<file path="src/rtl/dec16_pkg.sv">
package dec16_pkg;

    localparam int INSTR_W = 16;
    localparam int SEL_LSB = 6;
    localparam int SEL_W   = INSTR_W - SEL_LSB;
    localparam int NUM_FMT = 19;
    localparam int ID_W    = $clog2(NUM_FMT + 1);

    typedef enum logic [ID_W-1:0] {
        FMT_SHIFT   = 5'd0,
        FMT_ADDSUB  = 5'd1,
        FMT_IMM8    = 5'd2,
        FMT_ALU     = 5'd3,
        FMT_HIREG   = 5'd4,
        FMT_PCLOAD  = 5'd5,
        FMT_REGOFS  = 5'd6,
        FMT_SIGNEXT = 5'd7,
        FMT_IMMOFS  = 5'd8,
        FMT_HALF    = 5'd9,
        FMT_SPREL   = 5'd10,
        FMT_ADDR    = 5'd11,
        FMT_SPADJ   = 5'd12,
        FMT_PUSHPOP = 5'd13,
        FMT_MULTI   = 5'd14,
        FMT_BCOND   = 5'd15,
        FMT_SWI     = 5'd16,
        FMT_BRANCH  = 5'd17,
        FMT_BL      = 5'd18,
        FMT_UNDEF   = 5'd19
    } fmt_e;

    typedef struct packed {
        logic [3:0]  subop;
        logic [3:0]  rd;
        logic [3:0]  rs;
        logic [2:0]  ro;
        logic [10:0] imm;
        logic [3:0]  cond;
        logic [7:0]  rlist;
        logic        link;
    } fields_t;

    // Care mask over instruction bits 15..6 for each format.
    function automatic logic [SEL_W-1:0] pat_mask(input int idx);
        case (idx)
            0, 2, 8:            pat_mask = 10'b1110000000;
            1, 5, 17:           pat_mask = 10'b1111100000;
            3, 4:               pat_mask = 10'b1111110000;
            6, 7:               pat_mask = 10'b1111001000;
            12, 16:             pat_mask = 10'b1111111100;
            13:                 pat_mask = 10'b1111011000;
            default:            pat_mask = 10'b1111000000;
        endcase
    endfunction

    // Required value of the cared-for bits for each format.
    function automatic logic [SEL_W-1:0] pat_value(input int idx);
        case (idx)
            0:       pat_value = 10'b0000000000;
            1:       pat_value = 10'b0001100000;
            2:       pat_value = 10'b0010000000;
            3:       pat_value = 10'b0100000000;
            4:       pat_value = 10'b0100010000;
            5:       pat_value = 10'b0100100000;
            6:       pat_value = 10'b0101000000;
            7:       pat_value = 10'b0101001000;
            8:       pat_value = 10'b0110000000;
            9:       pat_value = 10'b1000000000;
            10:      pat_value = 10'b1001000000;
            11:      pat_value = 10'b1010000000;
            12:      pat_value = 10'b1011000000;
            13:      pat_value = 10'b1011010000;
            14:      pat_value = 10'b1100000000;
            15:      pat_value = 10'b1101000000;
            16:      pat_value = 10'b1101111100;
            17:      pat_value = 10'b1110000000;
            default: pat_value = 10'b1111000000;
        endcase
    endfunction

    // Carve-outs: sub-encodings a pattern matches but must not claim.
    // sel[i] is instruction bit i+6.
    function automatic logic pat_excluded(input int idx, input logic [SEL_W-1:0] sel);
        case (idx)
            0:  pat_excluded = (sel[6:5] == 2'b11);
            4:  pat_excluded = ((sel[3:2] != 2'b11) && !sel[1] && !sel[0]) ||
                               ((sel[3:2] == 2'b11) && sel[1]);
            15: pat_excluded = (sel[5:3] == 3'b111);
            default: pat_excluded = 1'b0;
        endcase
    endfunction

endpackage

</file>
<file path="src/rtl/dec16_pattern_match.sv">
module dec16_pattern_match
    import dec16_pkg::*;
#(
    parameter int IDX = 0
) (
    input  logic [SEL_W-1:0] sel,
    output logic             hit
);
    localparam logic [SEL_W-1:0] MASK  = pat_mask(IDX);
    localparam logic [SEL_W-1:0] VALUE = pat_value(IDX);

    always_comb begin
        hit = ((sel & MASK) == VALUE) && !pat_excluded(IDX, sel);
    end
endmodule

</file>
<file path="src/rtl/dec16_resolve.sv">
module dec16_resolve
    import dec16_pkg::*;
(
    input  logic [NUM_FMT-1:0] hits,
    output logic [NUM_FMT-1:0] onehot,
    output fmt_e               fmt,
    output logic               none
);
    always_comb begin
        onehot = '0;
        fmt    = FMT_UNDEF;
        // Patterns are disjoint after carve-outs; lowest index wins defensively.
        for (int i = NUM_FMT - 1; i >= 0; i--) begin
            if (hits[i]) begin
                fmt = fmt_e'(i[ID_W-1:0]);
            end
        end
        if (fmt != FMT_UNDEF) begin
            onehot[fmt] = 1'b1;
        end
        none = (fmt == FMT_UNDEF);
    end
endmodule

</file>
<file path="src/rtl/dec16_fields.sv">
module dec16_fields
    import dec16_pkg::*;
(
    input  logic [12:0] w,
    input  fmt_e        fmt,
    output fields_t     f
);
    always_comb begin
        f = '0;
        unique case (fmt)
            FMT_SHIFT: begin
                f.subop = {2'b00, w[12:11]};
                f.rd    = {1'b0, w[2:0]};
                f.rs    = {1'b0, w[5:3]};
                f.imm   = {6'd0, w[10:6]};
            end
            FMT_ADDSUB: begin
                f.subop = {2'b00, w[10:9]};
                f.rd    = {1'b0, w[2:0]};
                f.rs    = {1'b0, w[5:3]};
                f.ro    = w[8:6];
                f.imm   = {8'd0, w[8:6]};
            end
            FMT_IMM8: begin
                f.subop = {2'b00, w[12:11]};
                f.rd    = {1'b0, w[10:8]};
                f.imm   = {3'd0, w[7:0]};
            end
            FMT_ALU: begin
                f.subop = w[9:6];
                f.rd    = {1'b0, w[2:0]};
                f.rs    = {1'b0, w[5:3]};
            end
            FMT_HIREG: begin
                f.subop = {2'b00, w[9:8]};
                f.rd    = {w[7], w[2:0]};
                f.rs    = {w[6], w[5:3]};
            end
            FMT_PCLOAD: begin
                f.rd    = {1'b0, w[10:8]};
                f.imm   = {3'd0, w[7:0]};
            end
            FMT_REGOFS, FMT_SIGNEXT: begin
                f.subop = {2'b00, w[11:10]};
                f.rd    = {1'b0, w[2:0]};
                f.rs    = {1'b0, w[5:3]};
                f.ro    = w[8:6];
            end
            FMT_IMMOFS: begin
                f.subop = {2'b00, w[12:11]};
                f.rd    = {1'b0, w[2:0]};
                f.rs    = {1'b0, w[5:3]};
                f.imm   = {6'd0, w[10:6]};
            end
            FMT_HALF: begin
                f.subop = {3'b000, w[11]};
                f.rd    = {1'b0, w[2:0]};
                f.rs    = {1'b0, w[5:3]};
                f.imm   = {6'd0, w[10:6]};
            end
            FMT_SPREL, FMT_ADDR: begin
                f.subop = {3'b000, w[11]};
                f.rd    = {1'b0, w[10:8]};
                f.imm   = {3'd0, w[7:0]};
            end
            FMT_SPADJ: begin
                f.subop = {3'b000, w[7]};
                f.imm   = {4'd0, w[6:0]};
            end
            FMT_PUSHPOP: begin
                f.subop = {3'b000, w[11]};
                f.rlist = w[7:0];
                f.link  = w[8];
            end
            FMT_MULTI: begin
                f.subop = {3'b000, w[11]};
                f.rd    = {1'b0, w[10:8]};
                f.rlist = w[7:0];
            end
            FMT_BCOND: begin
                f.cond  = w[11:8];
                f.imm   = {3'd0, w[7:0]};
            end
            FMT_SWI: begin
                f.imm   = {3'd0, w[7:0]};
            end
            FMT_BRANCH: begin
                f.imm   = w[10:0];
            end
            FMT_BL: begin
                f.subop = {3'b000, w[11]};
                f.imm   = w[10:0];
            end
            FMT_UNDEF: begin
                f = '0;
            end
            default: begin
                f = '0;
            end
        endcase
    end
endmodule

</file>
<file path="src/rtl/dec16_format_decoder.sv">
module dec16_format_decoder
    import dec16_pkg::*;
(
    input  logic [15:0] instr,
    output logic [18:0] fmt_onehot,
    output logic [4:0]  fmt_id,
    output logic        undef,
    output logic [3:0]  subop,
    output logic [3:0]  rd,
    output logic [3:0]  rs,
    output logic [2:0]  ro,
    output logic [10:0] imm,
    output logic [3:0]  cond,
    output logic [7:0]  rlist,
    output logic        link
);
    logic [SEL_W-1:0]   sel;
    logic [NUM_FMT-1:0] hits;
    fmt_e               fmt;
    fields_t            fld;

    assign sel = instr[INSTR_W-1:SEL_LSB];

    for (genvar g = 0; g < NUM_FMT; g++) begin : g_match
        dec16_pattern_match #(.IDX(g)) u_match (
            .sel (sel),
            .hit (hits[g])
        );
    end

    dec16_resolve u_resolve (
        .hits   (hits),
        .onehot (fmt_onehot),
        .fmt    (fmt),
        .none   (undef)
    );

    dec16_fields u_fields (
        .w   (instr[12:0]),
        .fmt (fmt),
        .f   (fld)
    );

    assign fmt_id = fmt;
    assign subop  = fld.subop;
    assign rd     = fld.rd;
    assign rs     = fld.rs;
    assign ro     = fld.ro;
    assign imm    = fld.imm;
    assign cond   = fld.cond;
    assign rlist  = fld.rlist;
    assign link   = fld.link;
endmodule

</file>
<file path="config.mk">
export PLATFORM = sky130hd
export DESIGN_NAME = dec16_format_decoder
export DESIGN_NICKNAME = d
export VERILOG_FILES = /design/src/rtl/dec16_pkg.sv /design/src/rtl/dec16_pattern_match.sv /design/src/rtl/dec16_resolve.sv /design/src/rtl/dec16_fields.sv /design/src/rtl/dec16_format_decoder.sv
export SDC_FILE = /design/constraint.sdc
export NUM_CORES = 1
export LEC_CHECK = 0
export BUFFER_PORTS_ARGS = -buffer_cell sky130_fd_sc_hd__buf_2
export CORE_UTILIZATION = 29
export DETAILED_ROUTE_END_ITERATION = 6
export PLACE_DENSITY = 0.64
export REMOVE_ABC_BUFFERS = 1
export SETUP_SLACK_MARGIN = 0.2
export SYNTH_ARGS = -nofsm -noshare
export SYNTH_HDL_FRONTEND = slang
export SYNTH_SLANG_ARGS = --single-unit
</file>
<file path="constraint.sdc">
create_clock -name vclk -period 2.9
set_input_delay 0.145 -clock vclk [all_inputs]
set_output_delay 0.145 -clock vclk [all_outputs]
set_load 0.02 [all_outputs]
</file>
# Yosys cells after proc, flatten, opt, wreduce, memory -nomap -nowiden
# Cells that the tools add are included.
dict set report op_classes {
  multipliers 0
  shift 0
  bitwise_logic 0
  magnitude_cmp 2
  add_sub_neg 0
  div 0
  reduce_logical 25
  muxes 30
  n_eq_ne 42
}
# operator count
set ops {}
lappend ops {{two-way mux 5 bit} 18}
lappend ops {{equality test 5 x 4 -> 1 bit, second input constant} 11}
lappend ops {{case mux 11 bit (5 select lines)} 1}
lappend ops {{case mux 4 bit (7 select lines)} 1}
lappend ops {{equality test 5 bit, second input constant} 5}
lappend ops {{equality test 4 bit, second input constant} 6}
lappend ops {{equality test 5 x 3 -> 1 bit, second input constant} 4}
lappend ops {{two-way mux 19 bit} 1}
lappend ops {{equality test 8 bit, second input constant} 2}
lappend ops {{equality test 5 x 2 -> 1 bit, second input constant} 3}
lappend ops {{equality test 6 x 5 -> 1 bit, second input constant} 2}
lappend ops {{case mux 4 bit (3 select lines)} 1}
lappend ops {{OR reduction 6 bit} 2}
lappend ops {{zero test 10 bit} 1}
lappend ops {{OR reduction 3 bit} 3}
lappend ops {{two-way mux 8 bit} 1}
lappend ops {{case mux 4 bit (2 select lines)} 1}
lappend ops {{logical AND 1 bit} 7}
lappend ops {{OR reduction 7 bit} 1}
lappend ops {{equality test 6 bit, second input constant} 1}
lappend ops {{< comparator 5 x 6 -> 1 bit, second input constant} 1}
lappend ops {{OR reduction 2 bit} 3}
lappend ops {{demux 1 bit (select 5 bit)} 1}
lappend ops {{equality test 5 x 1 -> 1 bit, second input constant} 1}
lappend ops {{14 further kinds} 21}
dict set report word_totals {
  ff_bits 0
  in_bits 16
  n_memories 0
  latch_bits 0
  mem_bits_ro 0
  wordCells 99
  ram_bits 0
}

# Longest topological paths before layout
# Gate-level depths: netlist (run 1).
dict set report depth {
  ltp_word 25
  depth_mapped 8
}

# Modules after synthesis
# Synthesis (run 1) repeated with hierarchy kept, for this count alone.
dict set report hier_totals {
  hier_cells 201
  hier_area_um2 1345.0
}
# module n_inst seq_area_each_um2 cells_per_inst area_per_inst_um2
set by_module_without_submodules {}
lappend by_module_without_submodules {dec16_fields 1 0.0 98 616.8}
lappend by_module_without_submodules {dec16_resolve 1 0.0 68 424.2}
lappend by_module_without_submodules {{dec16_pattern_match (g_match[10].u_match ...)} 4 0.0 1 12.5}
lappend by_module_without_submodules {{dec16_pattern_match (g_match[4].u_match)} 1 0.0 5 36.3}
lappend by_module_without_submodules {{dec16_pattern_match (g_match[0].u_match ...)} 2 0.0 1 15.0}
lappend by_module_without_submodules {{dec16_pattern_match (g_match[5].u_match ...)} 2 0.0 2 13.8}
lappend by_module_without_submodules {{dec16_pattern_match (g_match[12].u_match)} 1 0.0 3 26.3}
lappend by_module_without_submodules {{dec16_pattern_match (g_match[17].u_match ...)} 2 0.0 2 12.5}
lappend by_module_without_submodules {{dec16_pattern_match (g_match[13].u_match)} 1 0.0 2 21.3}
lappend by_module_without_submodules {{dec16_pattern_match (g_match[3].u_match)} 1 0.0 2 20.0}
lappend by_module_without_submodules {{dec16_pattern_match (g_match[16].u_match)} 1 0.0 3 18.8}
lappend by_module_without_submodules {{dec16_pattern_match (g_match[18].u_match ...)} 2 0.0 1 8.8}
lappend by_module_without_submodules {{dec16_pattern_match (g_match[1].u_match)} 1 0.0 2 16.3}
lappend by_module_without_submodules {{dec16_pattern_match (g_match[15].u_match)} 1 0.0 2 15.0}

# Least setup slack after synthesis (run 1)
# No wires, ideal clock.
dict set report synth_timing {
  path_kind {input -> output}
  start {in instr[15]}
  end {out imm[0]}
  cell_stages 7
  required_time_ns 2.755
  setup_slack_ns 0.826
  t_arrival_ns 1.929
  n_path_buf 1
  path_cell_list {buf_2 nand2_1 nor3_1 nor4_2 a311oi_2 a31oi_2 a22o_1}
}
dict set report synth_between {
  elab_chain_cells 23
}
# item line_no
set synth_lines {}
lappend synth_lines {{from (decl)} dec16_format_decoder.sv:4} ;# input logic [15:0] instr,
lappend synth_lines {{equality test 4 bit} dec16_pattern_match.sv:13} ;# hit = ((sel & MASK) == VALUE) && !pat_excluded(IDX, sel);
lappend synth_lines {{two-way mux 1 bit} dec16_resolve.sv:14} ;# if (hits[i]) begin
lappend synth_lines {{two-way mux 5 bit (17 in a row)} dec16_resolve.sv:14}
lappend synth_lines {{two-way mux 5 bit *} dec16_resolve.sv:14}
lappend synth_lines {{equality test 5 x 3 -> 1 bit (tied with other cells)} dec16_fields.sv:10} ;# unique case (fmt)
lappend synth_lines {{OR reduction 6 bit (no line) (tied with other cells)} --}
lappend synth_lines {{case mux 11 bit (5 select lines) *} dec16_fields.sv:10}
lappend synth_lines {{to (decl)} dec16_format_decoder.sv:12} ;# output logic [10:0] imm,
# Mark *: on every way between the ends. The rest lies on a longest branch, timed or not.

# Final worst setup path (run 1)
dict set report layout_timing {
  start {in instr[14]}
  end {out imm[2]}
}
# The elaborated chain is that of the path after synthesis.

==> results.txt, run 1 <==
The flow ran to the end, and the final reports show no timing, DRC or antenna violations. The utilization of the core after routing is 0.4476. Timing would allow up to 402.3 MHz. The cell area after technology mapping came out at 0.001001 mm^2. The cell at the slowest stage of the critical path is nor4_2. The signal on the critical path passes through buf_2, and4b_1, and3_1, nor4_2, a311oi_2, a31oi_2, a22o_1, buf_2. The shortest period the worst path allows is 2486 ps. The average cell area after synthesis came out at 6.500 um^2. The cell count after synthesis is 154. Setup violations remaining at the end of the flow were counted as 0.

The startpoint of the most critical hold path is instr[5]. The number of warning messages in the yosys log came out at 0. The critical path is of the input pin to output pin type. In this run the count of I/O pins placed on the die edge is 80.

The cell taking the most area after synthesis is and2_1. The first-pass GRT wire length came out at 5.223 mm. The number of placed cells counting well taps came out at 266.

In this run the power density over the cells is 182.4 mW/mm^2. For this run, the post-layout net count is 240. The timing startpoint of the critical path is instr[14]. For this block, the routed nets add up to 3.659 mm of wire. The number of global-route vias before repair came out at 1031. The max-slew violation count came to 0. The unique cell type count in the Yosys netlist came out at 49. After layout, the clock buffer instance count stands at 0. The die is 60.75 um tall. In this run the tightest slew margin relative to its limit is 0.6317. The share of the synthesized area in the top cell type is 0.1063. In this run the core area contains 20 standard-cell rows. The all-layer global routing usage came out at 0.1825. The count of antenna-violating nets left after detailed routing is 0. The critical path endpoint category is an output pin. The post-detailed-route wirelength per cell is 13.76 um. The first-pass iteration count of the detailed router came out at 4. The critical-path maximum fanout is 26. The critical path's largest stage delay is 450 ps. Input and output buffers added on the ports amount to 80. The path class of the tightest hold or removal check is input pin to output pin. The area occupied by multi-input gates came out at 918.4 um^2.

The arrival time reported for the critical path endpoint is 2340 ps. By instance count, the cell type seen most on the critical path is buf_2. The width of the chip came out at 60.75 um.

In the final layout, the share of cells above drive strength 1 is 0.4189. The detailed placer's ending HPWL came out at 2.730 mm. The antenna diode instance count came out at 0. Once routing completed, OpenROAD measured the worst setup slack at 414.3 ps.

The signed area change from the synthesized netlist to the final layout is 41.00%. The global-route congestion overflow total is 0. The worst supply voltage drop on vdd is 0.07971 mV. The global placer's final weighted congestion is 0.8936.

Sorting the synthesized cells by area gives the leading types as and2_1 11%, nor2b_1 10%, a22o_1 7.0%. The worst-case setup slack after placement is 449.9 ps. The top cell types in the final layout, fill and taps aside, are 80 x buf_2, 17 x and2_1, 16 x nor2b_1. The design has 0 sequential cells. The effective utilization at floorplan came out at 0.3175. Leaving out fill and tap cells, the most frequent cell in the layout is buf_2. The routed via count divided by cell count came out at 5.312. Setup repair after global routing left no endpoint under its margin. The count of filler cells inserted in the layout is 356. The total of cells resized after clock tree synthesis came out at 0. The register area share after synthesis is 0. The total via count after detailed routing is 1413.

The hold buffer count at CTS came out at 0. The count of placed standard cells in the final layout, fillers left out came out at 266. The standard cell core area is 0.003153 mm^2. The worst setup path is launched from an input pin. The number of antenna violations at the first check in global routing came to 0. The detailed router finished its first iteration with 57 violations.

The slew at the pin closest to its max-slew limit is 547.8 ps. The final hold violation count came out at 0. The number of setup buffers added after CTS is 0. The area of the die is 0.003691 mm^2. The maximum number of pins on one net before global-route repair came out at 27. The reported max-cap violation count is 0. The sequential cells in the finished layout cover a total of 0 um^2.

The critical path data required time is 2760 ps. The DRC violation count after routing came out at 0. For this design the static power due to leakage is 0.7744 nW.

The total negative slack for setup checks is 0 ps. Of the available clock period, the critical path in the final layout requires 0.8572.
cell type report:
cell class	instances	share of cell area
tap	44	0.03901
timing repair buffer	82	0.2943
inverter	6	0.01596
multi-input combinational	134	0.6507
per-stage QoR:
step	area [um^2]	power, mW	hold slack [ps]
final	1411	0.2574	627.5
after global routing	1411	0.2800	662.9
after CTS	1411	0.2571	631.3
after detailed placement	1411	0.2568	631.1
after global placement	1411	0.2554	633.4
after floorplan	940.9	0.1567	336.9
critical path: cells and delay by family:
family | cells | cell delay (ps)
AND/OR/NAND/NOR | 3 | 950
buffers and inverters | 2 | 500
AO/OA/AOI/OAI | 3 | 740
kinds of logic after synthesis:
family,count (synthesis),synth area share
muxes,1,0.01125
AOI/OAI and AO/OA,43,0.3463
buffers and inverters,20,0.08250
xor gates and xnor gates,2,0.01750
and+or+nand+nor,88,0.5425
synthesized netlist by cell type (all sizes together), types with 3 or more instances:
library cell,count
nor2,12
nor3,10
clkbuf,5
nor2b,16
nand3,3
nor3b,3
o31ai,3
and3,10
a21boi,3
nand2b,3
and2,17
nand2,5
o21ai,5
a22o,8
a31oi,4
buf,9
a21oi,4
inv,6
power breakdown:
group | switching (mW) | internal (mW) | leakage [nW] | total [mW]
registers | 0 | 0 | 0 | 0
clock network | 0 | 0 | 0 | 0
logic | 0.165 | 0.0926 | 0.774 | 0.257
path summary, 6_finish.rpt:
kind / end / cells after the start
max: imm[2] / 8
min: rs[2] / 3
per-layer routing:
layer | global-route usage | vias up | part of all wire
li1 | - | 714 | -
met5 | 0 | - | 0
met1 | 0.2857 | 637 | 0.46
met2 | 0.2857 | 60 | 0.46
met4 | 0.009740 | 0 | 0.0049
met3 | 0.01066 | 2 | 0.073
Power figures use the tool's default switching activity.
==> inputs of run 2 (changes only) <==
- CORE_MARGIN: default -> 2
- PLACE_DENSITY: 0.64 -> 0.59
- SYNTH_HIERARCHICAL: default -> 1
==> run 2 against run 1 <==
The flow now finishes with violations (negative setup slack); sequential share of layout area stayed put; cell count is 48% higher; die area is 41% higher; core utilization is 18 points higher; maximum frequency is 19% lower; global-route usage is 2.9 points higher; non-clock buffer count is 69 higher.
==> results.txt, run 2 <==
The utilization of the core after routing came to 0.6273 (was 0.4476). The worst supply voltage drop on vdd was 0.1441 mV (was 0.07971 mV). The start-to-end type of the worst setup path is input pin to output pin (unchanged). The ratio of cells with drive above 1 in the final layout was 0.6122 (was 0.4189). The register area share after synthesis was 0 (unchanged). The number of global-route vias before repair is 2018 (was 1031). The hold buffer count at CTS is 0 (unchanged). The unique cell type count in the Yosys netlist came to 60 (was 49).

The vertical die dimension was 72.11 um (was 60.75 um). The all-layer global routing usage came to 0.2115 (was 0.1825). The final hold violation count came out at 0 (unchanged).

The width of the chip came out at 72.11 um (was 60.75 um). The critical path depth came to 13 (was 8). The antenna diode instance count is 0 (unchanged). The multiplexer area fraction after synthesis came out at 0.008372 (was 0.01125). The xor-xnor portion of the synthesized cell area was 0.006512 (was 0.01750).

The max-slew violation count was 0 (unchanged). The average cell area after synthesis is 6.692 um^2 (was 6.500 um^2). Ranking of synthesized cells by instance count: 25 x and2_1, 22 x nor2_1, 13 x nor4_1, 9 x a22o_1 (was 17 x and2_1, 16 x nor2b_1, 11 x nor2_1, 10 x and3_1, 9 x nor3_1). The critical-path maximum fanout came to 8 (was 26).

Status: finished, violations left (was finished clean). The number of nets at the end of the flow is 361 (was 240). The number of clock buffer instances in the layout came out at 0 (unchanged). The maximum number of pins on one net before global-route repair was 19 (was 27). The reported max-cap violation count is 0 (unchanged). The cell count after synthesis came to 201 (was 154).

The most frequent cell on the critical path is buf_6 (was buf_2). The count of sequential standard cells came out at 0 (unchanged). The share of the cycle needed by the critical path after routing came out at 1.054 (was 0.8572). The routed via count divided by cell count came out at 5.694 (was 5.312).

The number of placed cells counting well taps came out at 376 (was 266). The final worst-path setup slack was -157.6 ps (was 414.3 ps). The synthesized-area fraction occupied by adder cells came out at 0 (unchanged).

The first-pass GRT wire length was 9.294 mm (was 5.223 mm). Cell types occupying the most area after synthesis: and2_1 12%, nor2_1 6.1%, nor4_1 6.0% (was and2_1 11%, nor2b_1 10%, a22o_1 7.0%). The detailed-route wire length came out at 6.392 mm (was 3.659 mm).

The standard cell core area is 0.004414 mm^2 (was 0.003153 mm^2). The area of the die came out at 0.005199 mm^2 (was 0.003691 mm^2). The global-route congestion overflow total is 0 (unchanged). The share of the synthesized area in the top cell type came out at 0.1163 (was 0.1063).

The cell area after technology mapping is 0.001345 mm^2 (was 0.001001 mm^2). The number of I/O port buffers is 80 (unchanged). The post-synthesis compound-gate area fraction is 0.2986 (was 0.3463). The shortest period the worst path allows is 3058 ps (was 2486 ps).

The total negative slack for setup checks came out at -1100 ps (was 0 ps). The total setup violations reported at the end of the flow came to 12 (was 0). The worst slack on hold paths came to 621.4 ps (was 627.5 ps). The count of placed standard cells in the final layout, fillers left out was 395 (was 266). The type of the most critical hold path is input pin to output pin (unchanged).

Cell Chain, Critical Path: buf_6, or4b_4, nor3_4, and2b_1, a211oi_2, o21bai_1, nor2_1, buf_4, nor4bb_2, a31oi_1, o211ai_4, a22o_1, buf_6 (was buf_2, and4b_1, and3_1, nor4_2, a311oi_2, a31oi_2, a22o_1, buf_2). The cell at the slowest stage of the critical path is or4b_4 (was nor4_2). The family with the most delay on the worst path was simple AND/OR/NAND/NOR gates (unchanged). The cell taking the most area after synthesis is and2_1 (unchanged).

The detailed placer's ending HPWL is 4.307 mm (was 2.730 mm). The fraction of the mapped netlist area in simple logic gates came out at 0.6372 (was 0.5425). The slew at the pin closest to its max-slew limit is 589.7 ps (was 547.8 ps). The cell with the most instances after synthesis is and2_1 (unchanged). The global placer's final weighted congestion came to 0.8954 (was 0.8936). The number of warning messages in the yosys log came to 6 (was 0).

The area taken by flip-flops and latches is 0 um^2 (unchanged). RSZ-0062 raised after global routing: yes (was no). The critical path endpoint category is an output pin (unchanged). The signed area change from the synthesized netlist to the final layout is 105.9% (was 41.00%). The worst hold path depth was 3 (unchanged). The DRC violation count after routing came out at 0 (unchanged). The sort of element at the start of the critical path is an input pin (unchanged).

The post-detailed-route wirelength per cell is 16.18 um (was 13.76 um). The main combinational cell family by area after synthesis is simple AND/OR/NAND/NOR gates (unchanged). The count of antenna-violating nets left after detailed routing was 0 (unchanged).

The critical path's largest stage delay came out at 540 ps (was 450 ps). The destination of the critical timing path is imm[4] (was imm[2]). The total power after layout came out at 0.7654 mW (was 0.2574 mW).

The static leakage came out at 1.325 nW (was 0.7744 nW). The detailed router's first-iteration violation count is 167 (was 57). The effective utilization at floorplan came out at 0.3047 (was 0.3175).

The total via count after detailed routing is 2249 (was 1413). The arrival time reported for the critical path endpoint is 2910 ps (was 2340 ps). Most used cells in the layout excluding fill and tap cells: 78 x buf_4, 42 x buf_2, 29 x buf_6 (was 80 x buf_2, 17 x and2_1, 16 x nor2b_1). The leading cell type in the layout, fill and taps excluded is buf_4 (was buf_2). The I/O pin count is 80 (unchanged). The critical path data required time came out at 2760 ps (about the same).

The number of antenna violations at the first check in global routing is 0 (unchanged). The peak clock frequency supported by timing came to 327.1 MHz (was 402.3 MHz). The power per standard cell area was 276.4 mW/mm^2 (was 182.4 mW/mm^2). The standard-cell row count came to 24 (was 20). The final reports fail on negative setup slack. The timing startpoint of the critical path is instr[15] (was instr[14]).

The relative slew slack is 0.6052 (was 0.6317). The critical path buffer and inverter count is 3 (was 2). The first-pass iteration count of the detailed router is 4 (unchanged).
==> run 2: cell count changes after synthesis, sizes merged, moves of 3 or more <==
cell and change:
a211oi +9, nor4 +13, buf -3, nor2 +11, and4 +5, nand4b +4
nor2b -8, nand3 +4, nand2 +3, and2 +8, nor3 -3, and3 -6
o21ai +3
==> run 2: layer usage <==
metal / GRT usage / vias up / wire length (um)
met5: 0 / - / 0
met2: 0.3823 / 100 / 3244
met1: 0.2875 / 1065 / 2705
li1: - / 1079 / -
met4: 0.01468 / 0 / 17
met3: 0.01250 / 5 / 425
==> run 2: worst min-delay path by stage <==
stage,slack [ps],from,end
floorplan,350,instr[14],fmt_onehot[0]
global placement,630,instr[5],rlist[5]
detailed placement,630,instr[5],rlist[5]
CTS,620,instr[5],rlist[5]
global route,640,instr[5],rs[2]
finish,620,instr[5],rs[2]
==> run 2: power breakdown <==
group          switching (mW)  internal, mW  total, mW
logic                   0.400         0.365      0.765
registers                   0             0          0
clock network               0             0          0
==> run 2: area by class of cell <==
type                       instances  area (um^2)
tap                               52        65.06
inverter                           7        26.28
fill                             390         1645
multi-input combinational        185         1520
timing repair buffer             151         1157
==> run 2: kinds of logic (layout without fill, tap and decap cells) <==
logic type / count (synthesis) / after routing
compound gates: 51 / 51
xor+xnor: 1 / 1
buf+inv: 16 / 158
mux: 1 / 1
simple gates: 132 / 132
==> run 2: repair_timing <==
action	in CTS	in global routing
cloned	0	0
buffers inserted	5	14
resized for setup	53	71
pin swaps	19	19
endpoints found under the setup margin	34	40
==> run 2: metrics by stage <==
step,instance area (um^2),setup slack [ps]
finish,2769,-157.6
detailed placement,2173,-185.1
global placement,2173,-86.87
floorplan,1305,-879.6
CTS,2389,-76.54
global route,2769,-317.5
